**config.mk**
```make
export PLATFORM = sky130hd
export DESIGN_NAME = text40_pixgen
export DESIGN_NICKNAME = d
export VERILOG_FILES = /design/src/rtl/text40_pkg.sv /design/src/rtl/t40_fetch_seq.sv /design/src/rtl/t40_shifter.sv /design/src/rtl/t40_color_out.sv /design/src/rtl/text40_pixgen.sv
export SDC_FILE = /design/constraint.sdc
export NUM_CORES = 1
export LEC_CHECK = 0
export BUFFER_PORTS_ARGS = -buffer_cell sky130_fd_sc_hd__buf_2
export CAP_MARGIN = 20
export CORE_MARGIN = 2
export CORE_UTILIZATION = 30
export CTS_CLUSTER_SIZE = 24
export DETAILED_ROUTE_END_ITERATION = 8
export PLACE_DENSITY_LB_ADDON = 0.3
export SLEW_MARGIN = 5
export SYNTH_ARGS = -nofsm -noshare
export SYNTH_HDL_FRONTEND = slang
export SYNTH_SLANG_ARGS = --single-unit
```
**constraint.sdc**
```tcl
create_clock -name clk -period 5.3 [get_ports clk]
set_input_delay 0 -clock clk [delete_from_list [all_inputs] [get_ports clk]]
set_output_delay 0 -clock clk [all_outputs]
set_load 0.01 [all_outputs]
```
**src/rtl/text40_pkg.sv**
```systemverilog
// Shared types for the forty-column text pixel generator.
// Assumes 4-bit colour codes and byte-wide video memory.
package text40_pkg;
    typedef logic [3:0] color_t;
    typedef logic [7:0] vbyte_t;
    localparam int VADDR_W = 14;
    localparam int CELL_H  = 8;
endpackage

```
**src/rtl/t40_fetch_seq.sv**
```systemverilog
// Fetch sequencer: walks the cells of one line and reads each name byte,
// then its pattern row, from video memory during the previous cell's pixels.
// Assumes a synchronous memory with one cycle of read latency and CELL_W >= 6.
module t40_fetch_seq
    import text40_pkg::*;
#(
    parameter int HW        = 9,
    parameter int VW        = 9,
    parameter int ACT_START = 8,
    parameter int COLS      = 40,
    parameter int ROWS      = 24,
    parameter int CELL_W    = 6
) (
    input  logic               clk,
    input  logic               rst_n,
    input  logic [HW-1:0]      hcount,
    input  logic [VW-1:0]      vcount,
    input  logic [3:0]         name_base,
    input  logic [2:0]         pat_base,
    input  vbyte_t             vram_data,
    output logic [VADDR_W-1:0] vram_addr,
    output logic               vram_rd,
    output logic               pat_load,
    output vbyte_t             pat_byte
);
    localparam int ACT_H       = ROWS * CELL_H;
    localparam int FETCH_START = ACT_START - CELL_W;
    localparam int PH_W        = $clog2(CELL_W);
    localparam int COL_W       = $clog2(COLS);
    localparam int ROW_W       = VW - 3;

    logic             run;
    logic [PH_W-1:0]  phase;
    logic [COL_W-1:0] col;
    vbyte_t           name_q;
    logic             start;
    logic [ROW_W-1:0] row;
    logic [9:0]       name_off;
    logic             last_ph;

    assign start    = (hcount == HW'(FETCH_START - 1)) && (vcount < VW'(ACT_H));
    assign row      = vcount[VW-1:3];
    assign name_off = 10'(32'(row) * COLS + 32'(col));
    assign last_ph  = (phase == PH_W'(CELL_W - 1));

    // Phase and column counters across the fetch window of an active line.
    always_ff @(posedge clk) begin
        if (!rst_n) begin
            run   <= 1'b0;
            phase <= '0;
            col   <= '0;
        end else if (start) begin
            run   <= 1'b1;
            phase <= '0;
            col   <= '0;
        end else if (run) begin
            if (last_ph) begin
                phase <= '0;
                col   <= col + 1'b1;
                if (col == COL_W'(COLS - 1)) run <= 1'b0;
            end else begin
                phase <= phase + 1'b1;
            end
        end
    end

    // Capture the name byte and the pattern byte as they return.
    always_ff @(posedge clk) begin
        if (!rst_n) begin
            name_q   <= '0;
            pat_byte <= '0;
        end else if (run) begin
            if (phase == PH_W'(1)) name_q   <= vram_data;
            if (phase == PH_W'(3)) pat_byte <= vram_data;
        end
    end

    // Address selection: name read in phase 0, pattern read in phase 2.
    always_comb begin
        if (phase == PH_W'(0)) vram_addr = {name_base, name_off};
        else                   vram_addr = {pat_base, name_q, vcount[2:0]};
    end

    assign vram_rd  = run && ((phase == PH_W'(0)) || (phase == PH_W'(2)));
    assign pat_load = run && last_ph;
endmodule

```
**src/rtl/t40_shifter.sv**
```systemverilog
// Pattern shifter: loads the shown bits of a pattern byte at a cell start
// and presents one bit per clock, left-most pixel first.
// Assumes the byte's MSB is the left-most pixel; low unused bits are dropped.
module t40_shifter
    import text40_pkg::*;
#(
    parameter int CELL_W = 6
) (
    input  logic   clk,
    input  logic   rst_n,
    input  logic   load,
    input  vbyte_t pat_byte,
    output logic   bit_out
);
    logic [CELL_W-1:0] sh;

    // Load at the cell boundary, otherwise shift toward the output bit.
    always_ff @(posedge clk) begin
        if (!rst_n)    sh <= '0;
        else if (load) sh <= pat_byte[7 -: CELL_W];
        else           sh <= {sh[CELL_W-2:0], 1'b0};
    end

    assign bit_out = sh[CELL_W-1];
endmodule

```
**src/rtl/t40_color_out.sv**
```systemverilog
// Colour stage: maps a pattern bit to text or backdrop colour and registers it.
// Assumes colour code 0 is transparent and falls through to the backdrop.
module t40_color_out
    import text40_pkg::*;
(
    input  logic       clk,
    input  logic       rst_n,
    input  logic       in_win,
    input  logic       display_en,
    input  logic       pix_bit,
    input  logic [7:0] color_reg,
    output color_t     pix_color
);
    color_t bd;
    color_t fg;

    assign bd = color_reg[3:0];
    assign fg = (color_reg[7:4] == 4'd0) ? bd : color_reg[7:4];

    // Output register: text colour only for set bits inside an enabled window.
    always_ff @(posedge clk) begin
        if (!rst_n)                             pix_color <= '0;
        else if (in_win && display_en && pix_bit) pix_color <= fg;
        else                                    pix_color <= bd;
    end
endmodule

```
**src/rtl/text40_pixgen.sv**
```systemverilog
// Top of the forty-column text pixel generator: fetch sequencer, pattern
// shifter and colour stage. Assumes the timing generator holds vcount steady
// across a line and that ACT_START >= CELL_W + 1.
module text40_pixgen
    import text40_pkg::*;
#(
    parameter int HW        = 9,
    parameter int VW        = 9,
    parameter int ACT_START = 8,
    parameter int COLS      = 40,
    parameter int ROWS      = 24,
    parameter int CELL_W    = 6
) (
    input  logic         clk,
    input  logic         rst_n,
    input  logic [HW-1:0] hcount,
    input  logic [VW-1:0] vcount,
    input  logic [3:0]   name_base,
    input  logic [2:0]   pat_base,
    input  logic [7:0]   color_reg,
    input  logic         display_en,
    output logic [13:0]  vram_addr,
    output logic         vram_rd,
    input  logic [7:0]   vram_data,
    output logic [3:0]   pix_color
);
    localparam int ACT_W = COLS * CELL_W;
    localparam int ACT_H = ROWS * CELL_H;

    logic   pat_load;
    vbyte_t pat_byte;
    logic   pix_bit;
    logic   in_win;

    assign in_win = (hcount >= HW'(ACT_START)) && (hcount < HW'(ACT_START + ACT_W))
                 && (vcount < VW'(ACT_H));

    t40_fetch_seq #(
        .HW(HW), .VW(VW), .ACT_START(ACT_START),
        .COLS(COLS), .ROWS(ROWS), .CELL_W(CELL_W)
    ) u_fetch (
        .clk(clk), .rst_n(rst_n), .hcount(hcount), .vcount(vcount),
        .name_base(name_base), .pat_base(pat_base), .vram_data(vram_data),
        .vram_addr(vram_addr), .vram_rd(vram_rd),
        .pat_load(pat_load), .pat_byte(pat_byte)
    );

    t40_shifter #(.CELL_W(CELL_W)) u_shift (
        .clk(clk), .rst_n(rst_n), .load(pat_load),
        .pat_byte(pat_byte), .bit_out(pix_bit)
    );

    t40_color_out u_color (
        .clk(clk), .rst_n(rst_n), .in_win(in_win), .display_en(display_en),
        .pix_bit(pix_bit), .color_reg(color_reg), .pix_color(pix_color)
    );
endmodule

```
==> results of run 1 <==
[critical path, cell delays in order (launching register included)]
cell,delay (ns)
dfxtp_1,0.36
ha_1,0.22
fa_1,0.41
a21oi_1,0.37
nor3_1,0.09
a221oi_1,0.32
mux2i_1,0.21
nand2_1,0.06
buf_2,0.13
[final timing paths]
kind	slack [ns]	startpoint	end
min reg2reg	0.46	u_fetch.name_q[5]	u_fetch.name_q[5]
min	0.01	color_reg[7]	u_color.pix_color[3]
max reg2reg	3.21	u_fetch.run	u_fetch.col[5]
max	2.84	u_fetch.col[3]	vram_addr[9]
[stage by stage]
stage	power, mW	setup slack (ns)	util, %
final	0.5440	2.840	40.03
after global routing	0.5731	2.674	40.03
after CTS	0.5542	2.812	40.03
after detailed placement	0.3461	3.005	36.37
after global placement	0.3458	3.031	36.37
after floorplan	0.3086	3.352	-
[sequential cells by signal, indices dropped and copies added, names as in the netlist]
signal	cells
u_fetch.phase	3
u_fetch.name_q	8
u_fetch.col	6
u_fetch.run	1
u_shift.sh	6
u_color.pix_color	4
u_fetch.pat_byte	6
[per-layer routing]
layer  global-route usage (%)  vias to the layer above  wire length (um)
met5                        0                        -                 0
met4                    5.339                        0                53
met3                    3.933                        4               198
met2                    22.22                       43              2188
met1                    15.88                      830              2085
li1                         -                      938                 -
[cell usage in the layout (no fill, tap or decap), types with 7 or more instances in the layout]
cell type	Yosys	layout
dfxtp_1	34	34
mux2i_1	7	7
nand2_1	59	59
nand3_1	9	9
buf_2	2	62
dlygate4sd3_1	0	14
nor2_1	10	10
a21boi_0	13	13
ha_1	12	12
nor2b_1	10	10
[cell type report]
type / instances / area share [%]
inverters: 1 / 0.1485
well taps: 77 / 3.812
clock inverters: 1 / 0.1980
repair buffers: 76 / 17.82
multi-input cells: 184 / 47.67
flip-flops and latches: 34 / 26.93
clock buffers: 7 / 3.416
[cells by family (layout without fill, tap and decap cells)]
logic type	after synthesis	after routing	synth area share (%)
and+or+nand+nor	114	114	29.47
adders and majority gates	14	14	9.800
AOI/OAI and AO/OA	38	38	14.25
muxes	7	7	3.611
xor gates and xnor gates	11	11	4.964
DFF	34	34	35.07
buffers and inverters	11	85	2.837
[power by group through the flow]
stage / Clock (mW) / Combinational, mW / Sequential, mW
final: 0.196 / 0.0910 / 0.257
after detailed placement: 0 / 0.0828 / 0.263
after global routing: 0.215 / 0.101 / 0.257
after CTS: 0.206 / 0.0911 / 0.257
after floorplan: 0 / 0.0444 / 0.264
after global placement: 0 / 0.0825 / 0.263
==> summary.txt, run 1 <==
Logic synthesis
  – Synthesized area: 1941 sq um
  – Netlist cell types: between 40 and 50
  – Top-count cell post-synth: nand2_1
  – Syn Area/Cell: 8.474 sq um
  – Top cells by area, synth: dfxtp_1, nand2_1, ha_1
  – Ys async rst share: 0%
  – Ys Warns: 0
  – Top post-synthesis cells by count: nand2_1, dfxtp_1, a21boi_0
  – Seq cells post-synth: 34
  – Post-synth top flop: dfxtp_1
  – Synth Net Count: ~290
  – Cell type with the largest total area after synthesis: dfxtp_1
  – EDFF count, synth: 0
  – Sequential share of the synthesized area: between 30% and 40%
  – Synth top area share: a little over a third
  – Synthesized instance count: around 230

Timing
  – Post-Route Skew: approximately 0.0042 ns
  – RSZ-0062 raised after global routing: false
  – Final hold slack: 0.01219 ns
  – Worst-margin pin slew: 0.6560 ns
  – Worst slew margin: 56.12%
  – Setup violators final: 0
  – Achievable frequency: between 0.4 and 0.5 GHz
  – Final period utilization: between 40 and 50%
  – Setup TNS: 0 ns
  – Final min period: 2.460 ns
  – Final hold vios: 0
  – Count of pins over their slew limit: 0

Power
  – Sequential power share: 47.3%
  – Design internal power: approximately 0.41 mW
  – Logic pwr share: between 15 and 20%
  – Sw Ratio: between 20% and 30%
  – Net Sw Power: ~0.13 mW
  – Worst vdd ir: 0.09728 mV
  – Pleak: approximately 1.1 nW
  – Clock share of power: 36.0%
  – Pwr Density: ~220 nW/um^2

Place
  – Dpl hpwl: around 3400 um
  – Placed insts: approximately 360
  – Area after DPL: 2296 sq um
  – IO buf count: 62
  – Final RePlAce weighted congestion: 0.8535

Floorplan
  – IO Pins: 63
  – Vert. Die Dim: 84.43 um
  – Initial Util: a little under a third
  – Row cnt: 29
  – Die Footprint: about 7100 sq um
  – Core Box Area: around 6300 sq um
  – Die width: 84.43 um

GRT
  – Vias in the first global route: ~1700
  – All-Layer GR Usage: between 10% and 20%
  – Grt ovf: 0
  – Largest net degree at the start of global routing: 27
  – Initial antenna violation count: 0
  – First-pass GRT wire length: between 7000 and 8000 um

Critical path
  – Critical Path Sink Type: output pin
  – Worst EP arrival: about 2.5 ns
  – Worst Path Max Fanout: 5
  – Worst Path Required: about 5.3 ns
  – FF-to-FF path depth: 5
  – CP Launch Type: flip-flop
  – Crit Path Class: reg2out

Routing
  – Antenna viol nets, final: 0
  – WL final: around 4500 um
  – Vias per cell: around 4.8
  – First-pass DRT Iterations: 4
  – Routed len/inst: roughly 12 um
  – 1st-iter DRT viols: 79
  – Vias: around 1800
  – Drc violations: 0

Final layout
  – Reg area: around 680 sq um
  – Final Instance Area: around 2500 sq um
  – Antenna Cells: 0
  – Fillers: 652
  – Area delta synth->final: 30.24%
  – Nets@finish: 360
  – Layout cells sized above 1: roughly a quarter
  – Area of the multi-input gates: around 1200 sq um
  – Final Non-Filler Cells: between 300 and 400

Clock network
  – Clk_lat worst skew: roughly 0.28 ns
  – Post-CTS Setup Repair Bufs: 0
  – H-tree depth: 2
  – Clock Pin Slew Worst Setup and Hold Paths: 0.07 ns
  – Hold Buf Count CTS: 14
  – Num CTS Buffers: 5
  – PostCTS Resize Cnt: 0
  – Maximum clock path buffer count: 2
  – Clock sinks: 34
  – CTS tree: done
  – Root Driver: clkbuf_8

Run
  – Max Cap Viol: 0

Worst hold path
  – Hold Path Class: in2reg
  – Hold path cells: 3

Outcome
  – Status: finished, final reports clean
(Power assumes the default switching activity.)
==> run 2: changes to the inputs <==
- ABC_AREA: unset -> 1
- clock period: 5.3 -> 2 ns (I/O delays scaled with it)
==> run 2 against run 1 <==
Against the previous run: via count is 14% higher; first-iteration DRC count unchanged; critical path depth grew 5; combinational power grew to 2.7 times the previous value; critical path type is now in2out.
==> summary.txt, run 2 <==
Final layout
  – Commonest non-fill, non-tap cells in the layout: nand2_1, buf_2, nor2_1, dfxtp_1, inv_1 (was buf_2, nand2_1, dfxtp_1, dlygate4sd3_1, a21boi_0)
  – Fillers: 678 (was 652)
  – Final Core Density: 40.75% (was 40.03%)
  – Most common cell after layout, fill and taps aside: nand2_1 (was buf_2)
  – Nets@finish: 433 (was 360)
  – Antenna Cells: 0 (unchanged)
  – Layout cells sized above 1: 21.54% (was 25.74%)
  – Area delta synth->final: 31.22% (was 30.24%)
  – Max FFs per register: 8 (unchanged)
  – Largest Register: u_fetch.name_q (unchanged)

GRT
  – All-Layer GR Usage: 13.97% (was 13.24%)
  – Vias in the first global route: 1948 (was 1738)
  – Largest net degree at the start of global routing: 20 (was 27)
  – Grt ovf: 0 (unchanged)
  – Initial antenna violation count: 0 (unchanged)
  – First-pass GRT wire length: 8286 um (was 7548 um)

Clock network
  – CTS tree: done (unchanged)
  – Post-CTS Setup Repair Bufs: 0 (unchanged)
  – Num CTS Buffers: 5 (unchanged)
  – Clk_lat worst skew: 0.28 ns (about the same)
  – Clock Pin Slew Worst Setup and Hold Paths: 0.06 ns (was 0.07 ns)
  – Clock sinks: 34 (unchanged)
  – H-tree depth: 2 (unchanged)
  – Maximum clock path buffer count: 2 (unchanged)
  – Root Driver: clkbuf_8 (unchanged)

Routing
  – Drc violations: 0 (unchanged)
  – 1st-iter DRT viols: 79 (unchanged)
  – Routed len/inst: 10.87 um (was 11.91 um)
  – Vias per cell: 4.556 (was 4.776)
  – Vias: 2064 (was 1815)
  – WL final: 4924 um (was 4525 um)
  – First-pass DRT Iterations: 4 (unchanged)
  – Antenna viol nets, final: 0 (unchanged)

Timing
  – Worst slew margin: 69.45% (was 56.12%)
  – Achievable frequency: between 0.5 and 0.6 GHz
  – Setup violators final: 0 (unchanged)
  – Final hold slack: 0.08285 ns (was 0.01219 ns)
  – Worst-margin pin slew: 0.4577 ns (was 0.6560 ns)
  – Final hold vios: 0 (unchanged)
  – Count of pins over their slew limit: 0 (unchanged)
  – Final period utilization: ~90%
  – Setup TNS: 0 ns (unchanged)
  – Post-Route Skew: 0.004911 ns (was 0.004180 ns)
  – RSZ-0062 raised after global routing: false (unchanged)
  – Final min period: 1.838 ns

Logic synthesis
  – Synthesized instance count: 297 (was 229)
  – XOR/XNOR Fraction of Synth Area: 3.109% (was 4.965%)
  – Post-synth top flop: dfxtp_1 (unchanged)
  – Synth Net Count: 355 (was 287)
  – Fraction of the mapped netlist area in compound gates: 9.264% (was 14.25%)
  – Top cells by area, synth: dfxtp_1, nand2_1, nor2_1 (was dfxtp_1, nand2_1, ha_1)
  – Post-synthesis mux area share: 0% (was 3.611%)
  – Adder-cell share of the synthesized area: 9.645% (was 9.800%)
  – Ys async rst share: 0% (unchanged)
  – Sequential share of the synthesized area: 34.52% (was 35.07%)
  – Synth top area share: 34.52% (was 35.07%)
  – Top-count cell post-synth: nand2_1 (unchanged)
  – Synth Area in Simple Gates: 36.93% (was 29.46%)
  – EDFF count, synth: 0 (unchanged)
  – Synthesized area: 1972 sq um (was 1941 sq um)
  – Syn Area/Cell: 6.639 sq um (was 8.474 sq um)
  – Seq cells post-synth: 34 (unchanged)
  – Top post-synthesis cells by count: nand2_1, nor2_1, dfxtp_1 (was nand2_1, dfxtp_1, a21boi_0)
  – Largest family of logic cells by synthesized area: simple AND/OR/NAND/NOR gates (unchanged)
  – Cell type with the largest total area after synthesis: dfxtp_1 (unchanged)
  – Ys Warns: 0 (unchanged)
  – Netlist cell types: 24 (was 43)

Critical path
  – Crit Path Class: in2out (was reg2out)
  – Worst Path Required: 2.00 ns (was 5.30 ns)
  – CP Launch Type: primary input (was flip-flop)
  – Origin of the worst setup path: vcount[4] (was u_fetch.col[3])
  – Crit path capture: vram_addr[9] (unchanged)
  – Worst Path Max Fanout: 3 (was 5)
  – Critical Path Sink Type: output pin (unchanged)
  – Reg2Reg Setup Slack: 0.55 ns (was 3.21 ns)
  – Worst EP arrival: 1.84 ns (was 2.46 ns)
  – FF-to-FF path depth: 6 (was 5)
  – R2r startpoint: u_fetch.phase[2] (was u_fetch.run)
  – Worst reg2reg endpoint: u_fetch.col[2] (was u_fetch.col[5])

Floorplan
  – Die Footprint: 7238 sq um (was 7128 sq um)
  – Initial Util: 31.05% (was 30.74%)
  – IO Pins: 63 (unchanged)
  – Vert. Die Dim: 85.08 um (was 84.43 um)
  – Core Box Area: 6350 sq um (was 6314 sq um)
  – Die width: 85.08 um (was 84.43 um)
  – Row cnt: 29 (unchanged)

Place
  – IO buf count: 62 (unchanged)
  – Final RePlAce weighted congestion: 0.7856 (was 0.8535)
  – Dpl hpwl: 3926 um (was 3407 um)

Power
  – Worst vdd ir: 0.2161 mV (was 0.09728 mV)
  – Pleak: 1.268 nW (was 1.078 nW)
  – Pwr Density: 552.9 nW/um^2 (was 215.3 nW/um^2)

Worst hold path
  – Hold path cells: 5 (was 3)
  – Hold Path Class: in2reg (unchanged)

Outcome
  – Status: finished, final reports clean (unchanged)

Run
  – Max Cap Viol: 0 (unchanged)
[run 2: cell types whose count changed in the layout (fill, tap and decap cells not counted), sizes merged, moves of 4 or more]
cell	change
a22oi	-5
mux2i	-7
o21ai	+15
nor2	+42
a21boi	-15
inv	+24
nand4	+5
a21oi	+10
nor3b	-4
nand2	+29
nand3	+10
nor2b	-10
[run 2: kinds of logic (layout without fill, tap and decap cells)]
family,count (synthesis),in the layout
buf+inv,32,111
xor+xnor,7,7
fa+ha+maj,14,14
simple gates,174,174
flops,34,34
compound gates,36,36
[run 2: final cells by class]
| type | count | area, sq um | area share, % |
|---|---|---|---|
| Tap cell | 77 | 96.34 | 3.723 |
| Sequential cell | 34 | 681.9 | 26.35 |
| Inverter | 26 | 97.59 | 3.772 |
| Clock inverter | 1 | 5.005 | 0.1934 |
| Clock buffer | 7 | 86.33 | 3.337 |
| Multi-Input combinational cell | 231 | 1167 | 45.12 |
| Timing Repair Buffer | 77 | 452.9 | 17.50 |
[run 2: timing repair]
action / in CTS / in global routing
endpoints found under the hold margin: 13 / 0
gates resized for setup: 0 / 3
hold buffers: 12 / 0
endpoints found under the setup margin: 0 / 2
[run 2: worst min-delay path by stage]
stage                  from              endpoint  slack [ns]
2_1_floorplan     vcount[0]          vram_addr[0]        0.12
3_3_place_gp   vram_data[0]     u_fetch.name_q[0]        0.24
3_5_place_dp   vram_data[0]     u_fetch.name_q[0]        0.24
4_1_cts        color_reg[5]  u_color.pix_color[1]        0.08
5_1_grt        color_reg[7]  u_color.pix_color[3]        0.09
6_report       color_reg[5]  u_color.pix_color[1]        0.08
[run 2: routing by layer]
layer / part of all wire, % / global-route usage [%] / up-vias
met3: 4.5 / 2.821 / 7
met1: 48 / 17.65 / 900
met2: 47 / 24.08 / 51
met4: 1.2 / 4.040 / 0
li1: - / - / 1106
met5: 0 / 0 / -
[run 2: worst max-delay path: stages]
cell and delay [ns]:
buf_2 0.13, ha_1 0.29, ha_1 0.24, fa_1 0.54
nand2_1 0.07, inv_1 0.09, nand3_1 0.11, inv_1 0.07
nand2_1 0.05, nand2_1 0.05, nand2_1 0.04, nand2_1 0.05
buf_2 0.12
[run 2: stage by stage]
| stage | power [mW] | setup WS (ns) | instance area, sq um | instances |
|---|---|---|---|---|
| 5_1_grt | 1.515 | 0.01644 | 2587 | 453 |
| 3_5_place_dp | 0.9245 | 0.1780 | 2370 | 433 |
| 4_1_cts | 1.450 | 0.06074 | 2581 | 453 |
| 2_1_floorplan | 0.8234 | 0.4923 | 1972 | 297 |
| 3_3_place_gp | 0.9221 | 0.2168 | 2370 | 433 |
| 6_report | 1.431 | 0.1618 | 2587 | 453 |
[run 2: power by group]
part / internal [mW] / switching, mW / leakage [nW]
clock network: 0.277 / 0.228 / 0.0482
registers: 0.681 / 0.000852 / 0.275
logic: 0.116 / 0.128 / 0.944
==> run 3: changes to the inputs <==
--- a/constraint.sdc
+++ b/constraint.sdc
@@ -3,2 +3,2 @@
 set_output_delay 0 -clock clk [all_outputs]
-set_load 0.01 [all_outputs]
+set_load 0.005 [all_outputs]
==> run 3 against run 2 <==
Against the previous run: critical path depth is 5 lower; first-iteration DRC count grew 1.3%; die area stayed put; clock-buffer cell count is the same; clock power is 0.8% higher; critical endpoint is now vram_addr[7]; largest cell class unchanged.
==> summary.txt, run 3 (same netlist as run 2, synthesis figures left out) <==
Outcome
  – Status: finished, final reports clean (unchanged)

Place
  – Dpl hpwl: 3928 um (was 3926 um)
  – Final RePlAce weighted congestion: 0.7766 (was 0.7856)
  – IO buf count: 62 (unchanged)
  – Area after DPL: 2370 sq um (unchanged)

Power
  – Pwr Density: 550.1 nW/um^2 (was 552.9 nW/um^2)
  – Pleak: 1.270 nW (was 1.268 nW)
  – Worst vdd ir: 0.3203 mV (was 0.2161 mV)
  – PnR Total Power: 1.422 mW (was 1.431 mW)

Timing
  – Worst slew margin: 70.37% (was 69.45%)
  – Setup violators final: 0 (unchanged)
  – Final min period: 1.794 ns (was 1.838 ns)
  – Achievable frequency: 0.5573 GHz (was 0.5440 GHz)
  – Final hold vios: 0 (unchanged)
  – Post-Route Skew: 0.006544 ns (was 0.004911 ns)
  – Setup TNS: 0 ns (unchanged)
  – Count of pins over their slew limit: 0 (unchanged)
  – Final period utilization: 89.72% (was 91.91%)
  – RSZ-0062 raised after global routing: false (unchanged)
  – Worst-margin pin slew: 0.4440 ns (was 0.4577 ns)

GRT
  – Grt ovf: 0 (unchanged)
  – Vias in the first global route: 1829 (was 1948)
  – First-pass GRT wire length: 8135 um (was 8286 um)
  – Largest net degree at the start of global routing: 20 (unchanged)
  – All-Layer GR Usage: 13.81% (was 13.97%)
  – Initial antenna violation count: 0 (unchanged)

Final layout
  – Most common cell after layout, fill and taps aside: nand2_1 (unchanged)
  – Fillers: 683 (was 678)
  – Largest Register: u_fetch.name_q (unchanged)
  – Commonest non-fill, non-tap cells in the layout: nand2_1, buf_2, nor2_1, dfxtp_1, inv_1 (unchanged)
  – Layout cells sized above 1: 21.28% (was 21.54%)
  – Nets@finish: 433 (unchanged)
  – Antenna Cells: 0 (unchanged)
  – Area delta synth->final: 31.09% (was 31.22%)
  – Final Instance Area: 2585 sq um (was 2587 sq um)
  – Max FFs per register: 8 (unchanged)

Clock network
  – Root Driver: clkbuf_8 (unchanged)
  – CTS tree: done (unchanged)
  – Clock sinks: 34 (unchanged)
  – Clock Pin Slew Worst Setup and Hold Paths: 0.07 ns (was 0.06 ns)
  – Clk_lat worst skew: 0.28 ns (about the same)
  – Maximum clock path buffer count: 2 (unchanged)
  – Num CTS Buffers: 5 (unchanged)
  – H-tree depth: 2 (unchanged)

Floorplan
  – Die Footprint: 7238 sq um (unchanged)
  – Vert. Die Dim: 85.08 um (unchanged)
  – Die width: 85.08 um (unchanged)
  – IO Pins: 63 (unchanged)
  – Initial Util: 31.05% (unchanged)
  – Core Box Area: 6350 sq um (unchanged)
  – Row cnt: 29 (unchanged)

Critical path
  – Worst Path Required: 2.00 ns (about the same)
  – Critical Path Sink Type: output pin (unchanged)
  – Reg2Reg Setup Slack: 0.55 ns (about the same)
  – FF-to-FF path depth: 6 (unchanged)
  – CP Launch Type: flip-flop (was primary input)
  – Crit Path Class: reg2out (was in2out)
  – Worst Path Max Fanout: 6 (was 3)
  – Worst EP arrival: 1.79 ns (was 1.84 ns)

Routing
  – WL final: 4945 um (was 4924 um)
  – Routed len/inst: 10.92 um (was 10.87 um)
  – First-pass DRT Iterations: 4 (unchanged)
  – Drc violations: 0 (unchanged)
  – Vias: 2053 (was 2064)
  – Antenna viol nets, final: 0 (unchanged)
  – Vias per cell: 4.532 (was 4.556)
  – 1st-iter DRT viols: 80 (was 79)

Run
  – Max Cap Viol: 0 (unchanged)

Worst hold path
  – Hold Path Class: in2reg (unchanged)
  – Hold path cells: 5 (unchanged)
-- run 3: cell counts in the layout (fill, tap and decap cells not counted) --
Identical to the previous run, type by type.
-- run 3: worst paths after layout --
| check | endpoint | startpoint |
|---|---|---|
| worst max-delay path | vram_addr[7] | u_fetch.col[3] |
| worst min-delay path | u_color.pix_color[1] | color_reg[5] |
| worst max register to register | u_fetch.col[2] | u_fetch.phase[2] |
| worst min register to register | u_shift.sh[5] | u_shift.sh[4] |
-- run 3: final cells by class --
class | instances | area (sq um) | share of cell area [%]
Sequential cell | 34 | 681.9 | 26.38
Clock buffer | 7 | 86.33 | 3.340
Inverter | 26 | 97.59 | 3.775
Tap cell | 77 | 96.34 | 3.727
Multi-Input combinational cell | 231 | 1165 | 45.06
Timing Repair Buffer | 77 | 452.9 | 17.52
Clock inverter | 1 | 5.005 | 0.1936
-- run 3: power by group --
group | total, mW | internal (mW) | switching, mW
combinational | 0.231 | 0.115 | 0.116
clock | 0.509 | 0.277 | 0.231
sequential | 0.682 | 0.681 | 0.000815
total | 1.42 | 1.07 | 0.348
-- run 3: per-layer routing --
metal  global-route usage [%]  wire (um)  vias up
li1                         -          -     1106
met1                    18.42       2386      890
met2                    22.59       2249       49
met3                    2.821        243        8
met4                    4.040         64        0
met5                        0          0        -
-- run 3: worst max-delay path, stage by stage, from the launching register on --
cell and delay (ns):
dfxtp_2 0.35, ha_1 0.22, fa_2 0.35, nand2_1 0.07, nand2_1 0.06, nand2_1 0.07, xor2_1 0.14, o21ai_0 0.09
buf_2 0.15
-- run 3: timing repair --
action,in CTS,in global routing
buffers inserted,0,0
gates resized for setup,0,2
hold buffers,12,0
hold endpoints to repair,13,0
setup endpoints to repair,0,2
-- run 3: through the flow --
step	utilization [%]	std cells	worst slack [ns]	hold WS (ns)
floorplan	-	297	0.5239	0.09082
global placement	37.32	433	0.2351	0.2383
detailed placement	37.32	433	0.2082	0.2388
CTS	40.65	453	0.08890	0.08049
global route	40.71	453	0.04188	0.1007
finish	40.71	453	0.2056	0.08374
